File: config.mk
export PLATFORM = sky130hd
export DESIGN_NAME = tap_bscan
export DESIGN_NICKNAME = d
export VERILOG_FILES = /design/src/rtl/tap_pkg.sv /design/src/rtl/tap_fsm.sv /design/src/rtl/tap_ir.sv /design/src/rtl/bs_out_cell.sv /design/src/rtl/bs_in_cell.sv /design/src/rtl/tap_bscan.sv
export SDC_FILE = /design/constraint.sdc
export NUM_CORES = 1
export LEC_CHECK = 0
export ABC_AREA = 0
export BUFFER_PORTS_ARGS = -buffer_cell sky130_fd_sc_hd__buf_4
export CAP_MARGIN = 15
export CORE_ASPECT_RATIO = 0.75
export CORE_MARGIN = 2
export CORE_UTILIZATION = 58
export CTS_CLUSTER_SIZE = 24
export DETAILED_ROUTE_END_ITERATION = 6
export PLACE_DENSITY = 0.86
export SYNTH_ARGS = -nofsm -noshare
export SYNTH_HDL_FRONTEND = slang
export SYNTH_SLANG_ARGS = --single-unit
File: constraint.sdc
create_clock -name tck -period 3 [get_ports tck]
set_clock_uncertainty 0.15 [all_clocks]
set_input_delay 0.15 -clock tck [delete_from_list [all_inputs] [get_ports tck]]
set_output_delay 0.15 -clock tck [all_outputs]
set_load 0.02 [all_outputs]
File: src/rtl/tap_pkg.sv
package tap_pkg;

    typedef enum logic [3:0] {
        TLR, RTI,
        SEL_DR, CAP_DR, SH_DR, EX1_DR, PAU_DR, EX2_DR, UPD_DR,
        SEL_IR, CAP_IR, SH_IR, EX1_IR, PAU_IR, EX2_IR, UPD_IR
    } tap_state_e;

    localparam int IR_W = 4;
    typedef logic [IR_W-1:0] ir_code_t;

    localparam ir_code_t IR_EXTEST  = '0;
    localparam ir_code_t IR_SAMPLE  = IR_W'(1);
    localparam ir_code_t IR_IDCODE  = IR_W'(2);
    localparam ir_code_t IR_BYPASS  = {IR_W{1'b1}};
    localparam ir_code_t IR_CAPTURE = IR_W'(1);

    typedef enum logic [1:0] {DR_BYPASS, DR_IDCODE, DR_BOUNDARY} dr_sel_e;

    typedef struct packed {
        logic    extest;
        dr_sel_e sel;
    } ir_dec_t;

    function automatic tap_state_e tap_next(tap_state_e s, logic tms);
        case (s)
            TLR:     return tms ? TLR    : RTI;
            RTI:     return tms ? SEL_DR : RTI;
            SEL_DR:  return tms ? SEL_IR : CAP_DR;
            CAP_DR:  return tms ? EX1_DR : SH_DR;
            SH_DR:   return tms ? EX1_DR : SH_DR;
            EX1_DR:  return tms ? UPD_DR : PAU_DR;
            PAU_DR:  return tms ? EX2_DR : PAU_DR;
            EX2_DR:  return tms ? UPD_DR : SH_DR;
            UPD_DR:  return tms ? SEL_DR : RTI;
            SEL_IR:  return tms ? TLR    : CAP_IR;
            CAP_IR:  return tms ? EX1_IR : SH_IR;
            SH_IR:   return tms ? EX1_IR : SH_IR;
            EX1_IR:  return tms ? UPD_IR : PAU_IR;
            PAU_IR:  return tms ? EX2_IR : PAU_IR;
            EX2_IR:  return tms ? UPD_IR : SH_IR;
            UPD_IR:  return tms ? SEL_DR : RTI;
            default: return TLR;
        endcase
    endfunction

    function automatic ir_dec_t ir_decode(ir_code_t c);
        ir_dec_t d;
        d.extest = 1'b0;
        d.sel    = DR_BYPASS;
        case (c)
            IR_EXTEST: begin d.extest = 1'b1; d.sel = DR_BOUNDARY; end
            IR_SAMPLE: d.sel = DR_BOUNDARY;
            IR_IDCODE: d.sel = DR_IDCODE;
            default:   d.sel = DR_BYPASS;
        endcase
        return d;
    endfunction

    function automatic logic in_shift(tap_state_e s);
        return (s == SH_DR) || (s == SH_IR);
    endfunction

endpackage

File: src/rtl/tap_fsm.sv
module tap_fsm
    import tap_pkg::*;
(
    input  logic       tck,
    input  logic       por,
    input  logic       tms,
    output tap_state_e state
);
    always_ff @(posedge tck) begin
        if (por) state <= TLR;
        else     state <= tap_next(state, tms);
    end
endmodule

File: src/rtl/tap_ir.sv
module tap_ir
    import tap_pkg::*;
(
    input  logic       tck,
    input  logic       por,
    input  tap_state_e state,
    input  logic       tdi,
    output ir_code_t   ir_q,
    output logic       ir_so
);
    ir_code_t sh;

    always_ff @(posedge tck) begin
        if (por)                  sh <= '0;
        else if (state == CAP_IR) sh <= IR_CAPTURE;
        else if (state == SH_IR)  sh <= {tdi, sh[IR_W-1:1]};
    end

    always_ff @(posedge tck) begin
        if (por || state == TLR)  ir_q <= IR_IDCODE;
        else if (state == UPD_IR) ir_q <= sh;
    end

    assign ir_so = sh[0];
endmodule

File: src/rtl/bs_out_cell.sv
module bs_out_cell (
    input  logic tck,
    input  logic por,
    input  logic cap_en,
    input  logic sh_en,
    input  logic upd_en,
    input  logic extest,
    input  logic si,
    input  logic core_out,
    input  logic core_oe,
    input  logic pad_in,
    output logic so,
    output logic pad_out,
    output logic pad_oe
);
    logic c_oe, c_out, c_pin;
    logic u_out, u_oe;

    always_ff @(posedge tck) begin
        if (por)         {c_oe, c_out, c_pin} <= 3'b000;
        else if (cap_en) {c_oe, c_out, c_pin} <= {core_oe, core_out, pad_in};
        else if (sh_en)  {c_oe, c_out, c_pin} <= {si, c_oe, c_out};
    end

    always_ff @(posedge tck) begin
        if (por) begin
            u_out <= 1'b0;
            u_oe  <= 1'b0;
        end else if (upd_en) begin
            u_out <= c_out;
            u_oe  <= c_oe;
        end
    end

    assign so      = c_pin;
    assign pad_out = extest ? u_out : core_out;
    assign pad_oe  = extest ? u_oe  : core_oe;
endmodule

File: src/rtl/bs_in_cell.sv
module bs_in_cell (
    input  logic tck,
    input  logic por,
    input  logic cap_en,
    input  logic sh_en,
    input  logic si,
    input  logic pin,
    output logic so
);
    always_ff @(posedge tck) begin
        if (por)         so <= 1'b0;
        else if (cap_en) so <= pin;
        else if (sh_en)  so <= si;
    end
endmodule

File: src/rtl/tap_bscan.sv
module tap_bscan
    import tap_pkg::*;
#(
    parameter int          N_OUT      = 4,
    parameter int          N_IN       = 2,
    parameter logic [31:0] IDCODE_VAL = 32'h1A5B_C0DF
) (
    input  logic             tck,
    input  logic             por,
    input  logic             tms,
    input  logic             tdi,
    output logic             tdo,
    output logic             tdo_oe,
    input  logic [N_OUT-1:0] core_out,
    input  logic [N_OUT-1:0] core_oe,
    input  logic [N_OUT-1:0] pad_in,
    input  logic [N_IN-1:0]  pin_in,
    output logic [N_OUT-1:0] pad_out,
    output logic [N_OUT-1:0] pad_oe
);
    localparam int BSR_LEN = 3 * N_OUT + N_IN;
    localparam int ID_W    = 32;

    tap_state_e       st;
    ir_code_t         ir_q;
    logic             ir_so;
    ir_dec_t          dec;
    logic             bsr_sel;
    logic             bs_cap, bs_sh, bs_upd;
    logic [BSR_LEN:0] lnk;
    logic             by_q;
    logic [ID_W-1:0]  id_sh;
    logic             dr_so;

    tap_fsm u_fsm (.tck(tck), .por(por), .tms(tms), .state(st));

    tap_ir u_ir (.tck(tck), .por(por), .state(st), .tdi(tdi),
                 .ir_q(ir_q), .ir_so(ir_so));

    assign dec     = ir_decode(ir_q);
    assign bsr_sel = (dec.sel == DR_BOUNDARY);
    assign bs_cap  = bsr_sel && (st == CAP_DR);
    assign bs_sh   = bsr_sel && (st == SH_DR);
    assign bs_upd  = bsr_sel && (st == UPD_DR);

    assign lnk[BSR_LEN] = tdi;

    for (genvar k = 0; k < N_OUT; k++) begin : g_out
        bs_out_cell u_cell (
            .tck(tck), .por(por), .cap_en(bs_cap), .sh_en(bs_sh),
            .upd_en(bs_upd), .extest(dec.extest), .si(lnk[3*k+3]),
            .core_out(core_out[k]), .core_oe(core_oe[k]), .pad_in(pad_in[k]),
            .so(lnk[3*k]), .pad_out(pad_out[k]), .pad_oe(pad_oe[k])
        );
        assign lnk[3*k+1] = 1'b0;
        assign lnk[3*k+2] = 1'b0;
    end

    for (genvar j = 0; j < N_IN; j++) begin : g_in
        bs_in_cell u_cell (
            .tck(tck), .por(por), .cap_en(bs_cap), .sh_en(bs_sh),
            .si(lnk[3*N_OUT+j+1]), .pin(pin_in[j]), .so(lnk[3*N_OUT+j])
        );
    end

    always_ff @(posedge tck) begin
        if (por) begin
            by_q  <= 1'b0;
            id_sh <= '0;
        end else begin
            if (dec.sel == DR_BYPASS) begin
                if (st == CAP_DR)     by_q <= 1'b0;
                else if (st == SH_DR) by_q <= tdi;
            end
            if (dec.sel == DR_IDCODE) begin
                if (st == CAP_DR)     id_sh <= IDCODE_VAL | ID_W'(1);
                else if (st == SH_DR) id_sh <= {tdi, id_sh[ID_W-1:1]};
            end
        end
    end

    always_comb begin
        case (dec.sel)
            DR_IDCODE:   dr_so = id_sh[0];
            DR_BOUNDARY: dr_so = lnk[0];
            default:     dr_so = by_q;
        endcase
    end

    always_ff @(negedge tck) begin
        if (por) begin
            tdo    <= 1'b0;
            tdo_oe <= 1'b0;
        end else begin
            tdo_oe <= in_shift(st);
            if (st == SH_IR)      tdo <= ir_so;
            else if (st == SH_DR) tdo <= dr_so;
        end
    end
endmodule

== Word level (Yosys, flattened, before mapping) ==
Index checks and enable logic that the tools add are counted.
Storage, ports and cells
  register bits after elaboration: 69
  logic and storage cells: 128
  input port bits: 18
  output and inout bits: 10
Operators by class
  mux-type cells: 60
  reduce and logical (&&, ||, !) cells: 19
  equality and inequality tests: 19
Operators with widths (number)
  $mux 32: 2
  $pmux 4 s12: 1
  $mux 1: 46
  $eq 4x4->1 const B: 8
  $eq 4x3->1 const B: 4
  $mux 4: 4
  $eq 4x2->1 const B: 3
  $eq 4x1->1 const B: 2
  $logic_not 4->1: 2
  $reduce_bool 2->1: 4
  $reduce_or 2->1: 4
  $mux 2: 3
  $mux 3: 2
  $pmux 2 s2: 1
  $reduce_and 2->1: 2
  $logic_and 1x1->1: 3
  $reduce_or 3->1: 1
  $eq 2x1->1 const B: 1
  $eq 2x2->1 const B: 1
  $logic_not 2->1: 1
  $logic_or 1x1->1: 2
  $pmux 1 s2: 1

== Logic depth before layout (Yosys ltp) ==
Gate-level depths: netlist (run 1).
  depth in word-level cells: 7
  gate-level depth with buffers: 8
  mapped depth without buffers: 7

== Hierarchy ==
A second synthesis (run 1) with hierarchy kept.
Second synthesis, totals
  cell total of the unflattened synthesis: 312
  area, all modules: 3166.8 um^2
By module, submodules not included
  tap_bscan: instances 1, seq. area each 700.7 um^2, area each 1507.7 um^2, cells each 146
  bs_out_cell: instances 4, seq. area each 100.1 um^2, area each 225.2 um^2, cells each 21
  tap_fsm: instances 1, seq. area each 80.1 um^2, area each 331.6 um^2, cells each 39
  tap_ir: instances 1, seq. area each 160.2 um^2, area each 321.6 um^2, cells each 33
  bs_in_cell: instances 2, seq. area each 20.0 um^2, area each 52.6 um^2, cells each 5

==> metrics.md, run 1 <==
| Metric | Value |
|---|---|
| Remaining antenna violation count | `0` |
| CTS clk-pin slew, worst paths | `~0.08 ns` |
| Post-Route WL | `slightly below 8000 µm` |
| Largest fanout on the critical path | `3` |
| Failing checks | `negative setup slack` |
| Non-filler cells in the finished layout | `479` |
| Die width | `92.89 µm` |
| Slew at the pin closest to its max-slew limit | `0.9135 ns` |
| Reported net switching power | `0.0004603 W` |
| XOR/XNOR share of the synthesized area | `0.002548` |
| Antenna cell count | `0` |
| Starting DRC count in detailed routing | `between 200 and 250` |
| Hold-critical path depth | `3` |
| Worst path required time | `1.61 ns` |
| DRC violation count after routing | `0` |
| Combinational fraction of design power | `0.077` |
| I/O pins | `28` |
| Kind of path behind the tightest hold check | `input port to register` |
| Number of buffers on the longest clock path | `2` |
| Delay of the slowest critical-path stage | `about 0.35 ns` |
| Ratio of routed vias to standard cells | `6.186` |
| Critical path class | `register to register` |
| HPWL after DPL | `a little under 5000 µm` |
| RSZ-0062 raised after global routing | `true` |
| Max VDD drop | `roughly 0.32 mV` |
| Initial DRT Pass Iterations | `5` |
| Run status | `finished with violations` |
| Cell area after placement | `0.003643 mm²` |
| Sequential cell fraction of total power | `0.451` |
| Sum Neg Setup Slack | `-0.06614 ns` |
| Post-Synth Adder-Cell Area | `0.01092` |
| Total power after layout | `0.002078 W` |
| Primary flip-flop cell chosen by synthesis mapping | `dfxtp_1` |
| # setup viols final | `1` |
| Number of warnings reported in the yosys synthesis log | `0` |
| # Max-Cap Violations | `0` |
| Data arrival time of the worst path | `1.68 ns` |
| Total count of hold-check failures in the final report | `0` |
| Clock net sink count | `69` |
| Number of antenna violations at the first check in global routing | `0` |
| Post-Layout Inst Area | `0.004023 mm²` |
| Routability-driven placement congestion ratio | `~0.9` |
| Worst-case headroom to the max-slew limit | `0.3863` |
| Leftover overflow at the end of global routing | `0` |
| Synthesis-stage register bit count | `between 60 and 70` |
| Switching share of power | `0.2215` |
| Library cell contributing the largest single delay on the critical path | `dfxtp_2` |
| Vertical extent of the die | `70.67 µm` |
| Compound-gate portion of the synthesized area | `0.1758` |
| Routed WL per cell | `16.27 µm` |
| Number of nets in the finished design | `417` |
| Number of cells produced by synthesis | `376` |
| P&R area growth vs syn | `17.04%` |
| Path length in cells of the critical path | `6` |
| Vias in the first global route | `2883` |
| Standard-cell row count | `24` |
| Most common cell after layout, fill and taps aside | `dfxtp_1` |
| DR vias | `2963` |
| Port-buffer cells | `27` |
| Overall die area | `0.006564 mm²` |
| Avg Synthesized Cell Area | `9.141 µm²` |
| Number of buffer and inverter instances along the worst setup path | `1` |
| CP delay by family, top | `compound AO/OA/AOI/OAI gates` |
| Endpoint kind of the worst setup timing path | `register` |
| Post-synth ARST share | `0` |
| Pwr per Cell Area | `516.5 mW/mm²` |
| Leakage Power | `1.585 nW` |
| Largest net degree at the start of global routing | `60` |
| Pins Over Slew Limit | `0` |
| Total number of H-tree levels | `3` |
| Post-synthesis net count | `397` |
| Overall routing resource usage | `0.2484` |
| TritonCTS clock tree | `done` |
| Fill cell total of the finished layout | `405` |
| Fraction of the yosys area taken by sequential cells | `0.4019` |
| Instance count after placement with tap cells included | `454` |
| Clock network power share | `0.472` |
| Crit path cell chain | `nor3_4, inv_2, ha_2, a221o_1, a21oi_2, a211oi_1` |
| Area of the core | `~0.0058 mm²` |
| Unique cell type count in the Yosys netlist | `around 50` |
| Main combinational cell family by area after synthesis | `simple AND/OR/NAND/NOR gates` |
| Number of cells traversed by the worst register-to-register path | `6` |
| Initial core utilization | `0.5961` |
| Number of buffers created by CTS | `9` |
| First-pass GRT wire length | `13260 µm` |
| Final WS setup | `-0.06614 ns` |
| Worst skew pair latency | `approximately 0.35 ns` |
| Fraction of synthesized area in multiplexers | `0.09902` |
| Simple-gate area share of the yosys netlist | `0.2370` |
| Total standard cell area after synthesis | `0.003437 mm²` |
| Leading cell types in the layout, fill and taps excluded | `dfxtp_1, buf_4, nand2_1, nand3_1, mux2i_1` |
| Design internal power | `0.001617 W` |
| Root buffer selected by CTS | `clkbuf_8` |
| EDFF count, synth | `0` |
| Share of layout cells above drive strength 1 | `0.2244` |
| Category of the worst setup path launch point | `register` |
flip-flops by register name, indices dropped and copies added, names as in the netlist:
signal and cells:
tdo_oe 1, id_sh 32, u_ir.sh 4, g_out.u_cell.so 4, g_out.u_cell.c_out 4, g_out.u_cell.c_oe 4, u_fsm.state 4, by_q 1
g_out.u_cell.u_oe 4, tdo 1, g_out.u_cell.u_out 4, u_ir.ir_q 4, g_in.u_cell.so 2
area by class of cell:
type / count / area (µm²) / area share
clock buffers: 10 / 137.6 / 0.03421
clock inverters: 8 / 131.4 / 0.03266
inverters: 6 / 22.52 / 0.005599
flip-flops and latches: 69 / 1386 / 0.3446
well taps: 78 / 97.59 / 0.02426
multi-input cells: 257 / 1849 / 0.4597
repair buffers: 51 / 397.9 / 0.09891
metrics by stage:
step                hold slack [ns]    util  setup slack [ns]
global placement             0.2877  0.6319          -0.09974
floorplan                    0.1475       -           -0.1459
detailed placement           0.2962  0.6319           -0.1357
finish                      0.01475  0.6977          -0.06614
global route               0.004393  0.6977           -0.1470
CTS                        0.002149  0.6923          -0.09551
worst register-to-register path: stages, from the launching register on:
cell      delay (ns)
dfxtp_2         0.35
nor3_4          0.26
inv_2           0.07
ha_2            0.18
a221o_1         0.30
a21oi_2         0.12
a211oi_1        0.06
kinds of logic after synthesis:
logic type / count (synthesis)
buf+inv: 50
compound gates: 76
mux: 33
simple gates: 144
fa+ha+maj: 3
flops: 69
xor+xnor: 1
cells in the mapped netlist, types with 2 or more instances:
library cell	count	area share
nor3b_1	2	0.0044
a211o_1	2	0.0051
a21oi_1	18	0.026
nand3b_1	2	0.0044
clkbuf_1	21	0.023
ha_1	3	0.011
mux2_2	8	0.026
nor2_1	14	0.015
nand3_1	28	0.041
a211oi_1	2	0.0044
nand2b_1	9	0.016
buf_1	4	0.0044
dfxtp_1	69	0.40
nand4_1	6	0.011
o32ai_1	5	0.013
nor4bb_1	2	0.0058
and2_1	3	0.0055
mux2i_1	25	0.073
nor3_1	12	0.017
o211a_1	17	0.050
buf_2	5	0.0073
buf_6	2	0.0066
o211ai_1	5	0.011
nand2_1	37	0.040
o21ai_0	13	0.019
buf_4	11	0.024
inv_1	6	0.0066
o32ai_2	5	0.024
nand4b_1	18	0.046
routing by layer:
layer  track usage  routed length, µm
met1        0.3184               3438
met2        0.4042               3769
met3       0.07135                441
met4       0.08660                145
met5             0                  0
power by group through the flow:
stage               sequential (W)  combinational, W   clock (W)
CTS                       0.000938          0.000156    0.000989
finish                    0.000937          0.000159    0.000981
detailed placement        0.000959          0.000150  0.00000626
global route              0.000939          0.000173     0.00103
global placement          0.000958          0.000146  0.00000626
floorplan                 0.000958          0.000112  0.00000626
path summary, 6_finish.rpt:
kind / from / endpoint / slack, ns
worst max-delay path: u_ir.ir_q[3] / tdo / -0.07
worst min-delay path: pad_in[2] / g_out[2].u_cell.so / 0.01
worst max register to register: u_ir.ir_q[3] / tdo / -0.07
worst min register to register: id_sh[21] / id_sh[21] / 0.31
what timing repair did:
item                                    4_1_cts  5_1_grt
hold endpoints to repair                     14        1
hold buffers                                  5        1
setup buffers                                 1        1
resized for setup                             6        4
endpoints found under the setup margin        1        1
pin swaps                                     4        4
Power figures use the tool's default switching activity.
==> run 2: changes to the inputs <==
CELL_PAD_IN_SITES_DETAIL_PLACEMENT = 1   (was default)
CELL_PAD_IN_SITES_GLOBAL_PLACEMENT = 2   (was default)
CORE_UTILIZATION = 40   (was 58)
PLACE_DENSITY = 0.92   (was 0.86)
==> metrics.md, run 2 (synthesis gave the netlist of run 1 again) <==
| Metric | Value |
|---|---|
| Category of the worst setup path launch point | `register` |
| Max VDD drop | `0.2439 mV (-25%)` |
| Ratio of routed vias to standard cells | `5.696 (-7.9%)` |
| Leftover overflow at the end of global routing | `0 (unchanged)` |
| Worst path required time | `1.62 ns (about the same)` |
| CTS clk-pin slew, worst paths | `0.06 ns (-0.02 ns)` |
| Standard-cell row count | `29 (+21%)` |
| TritonCTS clock tree | `done` |
| DR vias | `2871 (-3.1%)` |
| Number of nets in the finished design | `412 (-1.2%)` |
| Port-buffer cells | `27 (unchanged)` |
| RSZ-0062 raised after global routing | `true` |
| Delay of the slowest critical-path stage | `0.36 ns (about the same)` |
| P&R area growth vs syn | `19.80%` |
| Largest net degree at the start of global routing | `38 (-37%)` |
| Endpoint kind of the worst setup timing path | `register` |
| Number of antenna violations at the first check in global routing | `0 (unchanged)` |
| Routed WL per cell | `18.17 µm (+12%)` |
| Remaining antenna violation count | `0 (unchanged)` |
| Post-Route WL | `9157 µm (+17%)` |
| # setup viols final | `1 (unchanged)` |
| Most common cell after layout, fill and taps aside | `dfxtp_1` |
| Die width | `111.0 µm (+20%)` |
| Overall routing resource usage | `0.2024 (-0.04599)` |
| I/O pins | `28 (unchanged)` |
| Leakage Power | `1.606 nW (+1.3%)` |
| Worst-case headroom to the max-slew limit | `0.3602 (-0.02610)` |
| Total count of hold-check failures in the final report | `0 (unchanged)` |
| Total number of H-tree levels | `3 (unchanged)` |
| Critical path class | `register to register` |
| Number of buffers on the longest clock path | `2 (unchanged)` |
| Largest fanout on the critical path | `3 (unchanged)` |
| Share of layout cells above drive strength 1 | `0.2247 (+0.0003086)` |
| Post-Route Utilization | `0.4892 (-0.2086)` |
| DRC violation count after routing | `0 (unchanged)` |
| Routability-driven placement congestion ratio | `0.8193 (-9.1%)` |
| Initial DRT Pass Iterations | `4 (-1)` |
| Data arrival time of the worst path | `1.68 ns (about the same)` |
| Pins Over Slew Limit | `0 (unchanged)` |
| # Max-Cap Violations | `0 (unchanged)` |
| Pwr per Cell Area | `576.4 mW/mm² (+12%)` |
| Library cell contributing the largest single delay on the critical path | `dfxtp_4` |
| Number of buffers created by CTS | `9 (unchanged)` |
| Worst skew pair latency | `0.33 ns (-0.02 ns)` |
| Starting DRC count in detailed routing | `122 (-45%)` |
| First-pass GRT wire length | `15310 µm (+15%)` |
| Clock net sink count | `69 (unchanged)` |
| Antenna cell count | `0 (unchanged)` |
| Largest reg by FF count | `id_sh` |
| Final WS setup | `-0.06639 ns (-0.0002449 ns)` |
| Overall die area | `0.009357 mm² (+43%)` |
| Sum Neg Setup Slack | `-0.06639 ns (-0.0002449 ns)` |
| Worst Hold Margin | `0.02197 ns (+0.007219 ns)` |
| Leading cell types in the layout, fill and taps excluded | `dfxtp_1, buf_4, nand2_1, nand3_1, mux2i_1` |
| Vias in the first global route | `2942 (+2.0%)` |
| Slew at the pin closest to its max-slew limit | `0.9524 ns (+0.03886 ns)` |
| Run status | `finished with violations` |
| HPWL after DPL | `5760 µm (+19%)` |
| Largest register FFs | `32 (unchanged)` |
| Crit path cell chain | `nor3_4, inv_2, ha_4, a221o_1, a21oi_1, a211oi_1` |
| Failing checks | `negative setup slack` |
| Pre-CTS setup slack | `-0.1476 ns (-0.01194 ns)` |
| Vertical extent of the die | `84.28 µm (+19%)` |
| Initial core utilization | `0.4083 (-0.1878)` |
| Area of the core | `0.008418 mm² (+46%)` |
| Root buffer selected by CTS | `clkbuf_16` |
| Kind of path behind the tightest hold check | `input port to register` |
## run 2: power breakdown
group	internal [W]	switching, W
logic	0.0000644	0.0000952
clock network	0.000862	0.000413
registers	0.000931	0.00000801
## run 2: worst paths after layout
path	depth (start not counted)	endpoint	start	slack (ns)
max	6	tdo	u_ir.ir_q[2]	-0.07
min	2	g_out[0].u_cell.u_out	por	0.02
max reg2reg	6	tdo	u_ir.ir_q[2]	-0.07
min reg2reg	2	id_sh[18]	id_sh[18]	0.31
## run 2: worst max-delay path: cells and delay by family, from the launching register on
kind,cells,cell delay [ns]
simple gates,1,0.25
flops,1,0.36
fa+ha+maj,1,0.16
buf+inv,1,0.09
compound gates,3,0.48
## run 2: final cells by class
class                      count  area [µm²]
clock buffer                  11       252.7
clock inverter                 7       113.9
fill                         975        4300
inverter                       6       22.52
multi-input combinational    257        1856
sequential                    69        1388
tap                          108       135.1
timing repair buffer          46       350.3
## run 2: what timing repair did
| item | 4_1_cts | 5_1_grt |
|---|---|---|
| pin swaps | 3 | 2 |
| buffers inserted | 1 | 0 |
| gates resized for setup | 8 | 3 |
| hold endpoints to repair | 3 | 0 |
| hold buffers | 2 | 0 |
| setup endpoints to repair | 1 | 1 |
## run 2: routing by layer
layer | track usage | up-vias | wire [µm]
met3 | 0.03899 | 14 | 372
met4 | 0.06846 | 0 | 138
met1 | 0.2736 | 1410 | 4421
met5 | 0 | - | 0
li1 | - | 1401 | -
met2 | 0.3279 | 46 | 4224
## run 2: through the flow
stage / instance area [µm²] / std cells / total power (W)
global placement: 3681 / 484 / 0.001115
floorplan: 3457 / 376 / 0.001076
detailed placement: 3681 / 484 / 0.001121
CTS: 4099 / 504 / 0.002397
finish: 4118 / 504 / 0.002373
global route: 4118 / 504 / 0.002453
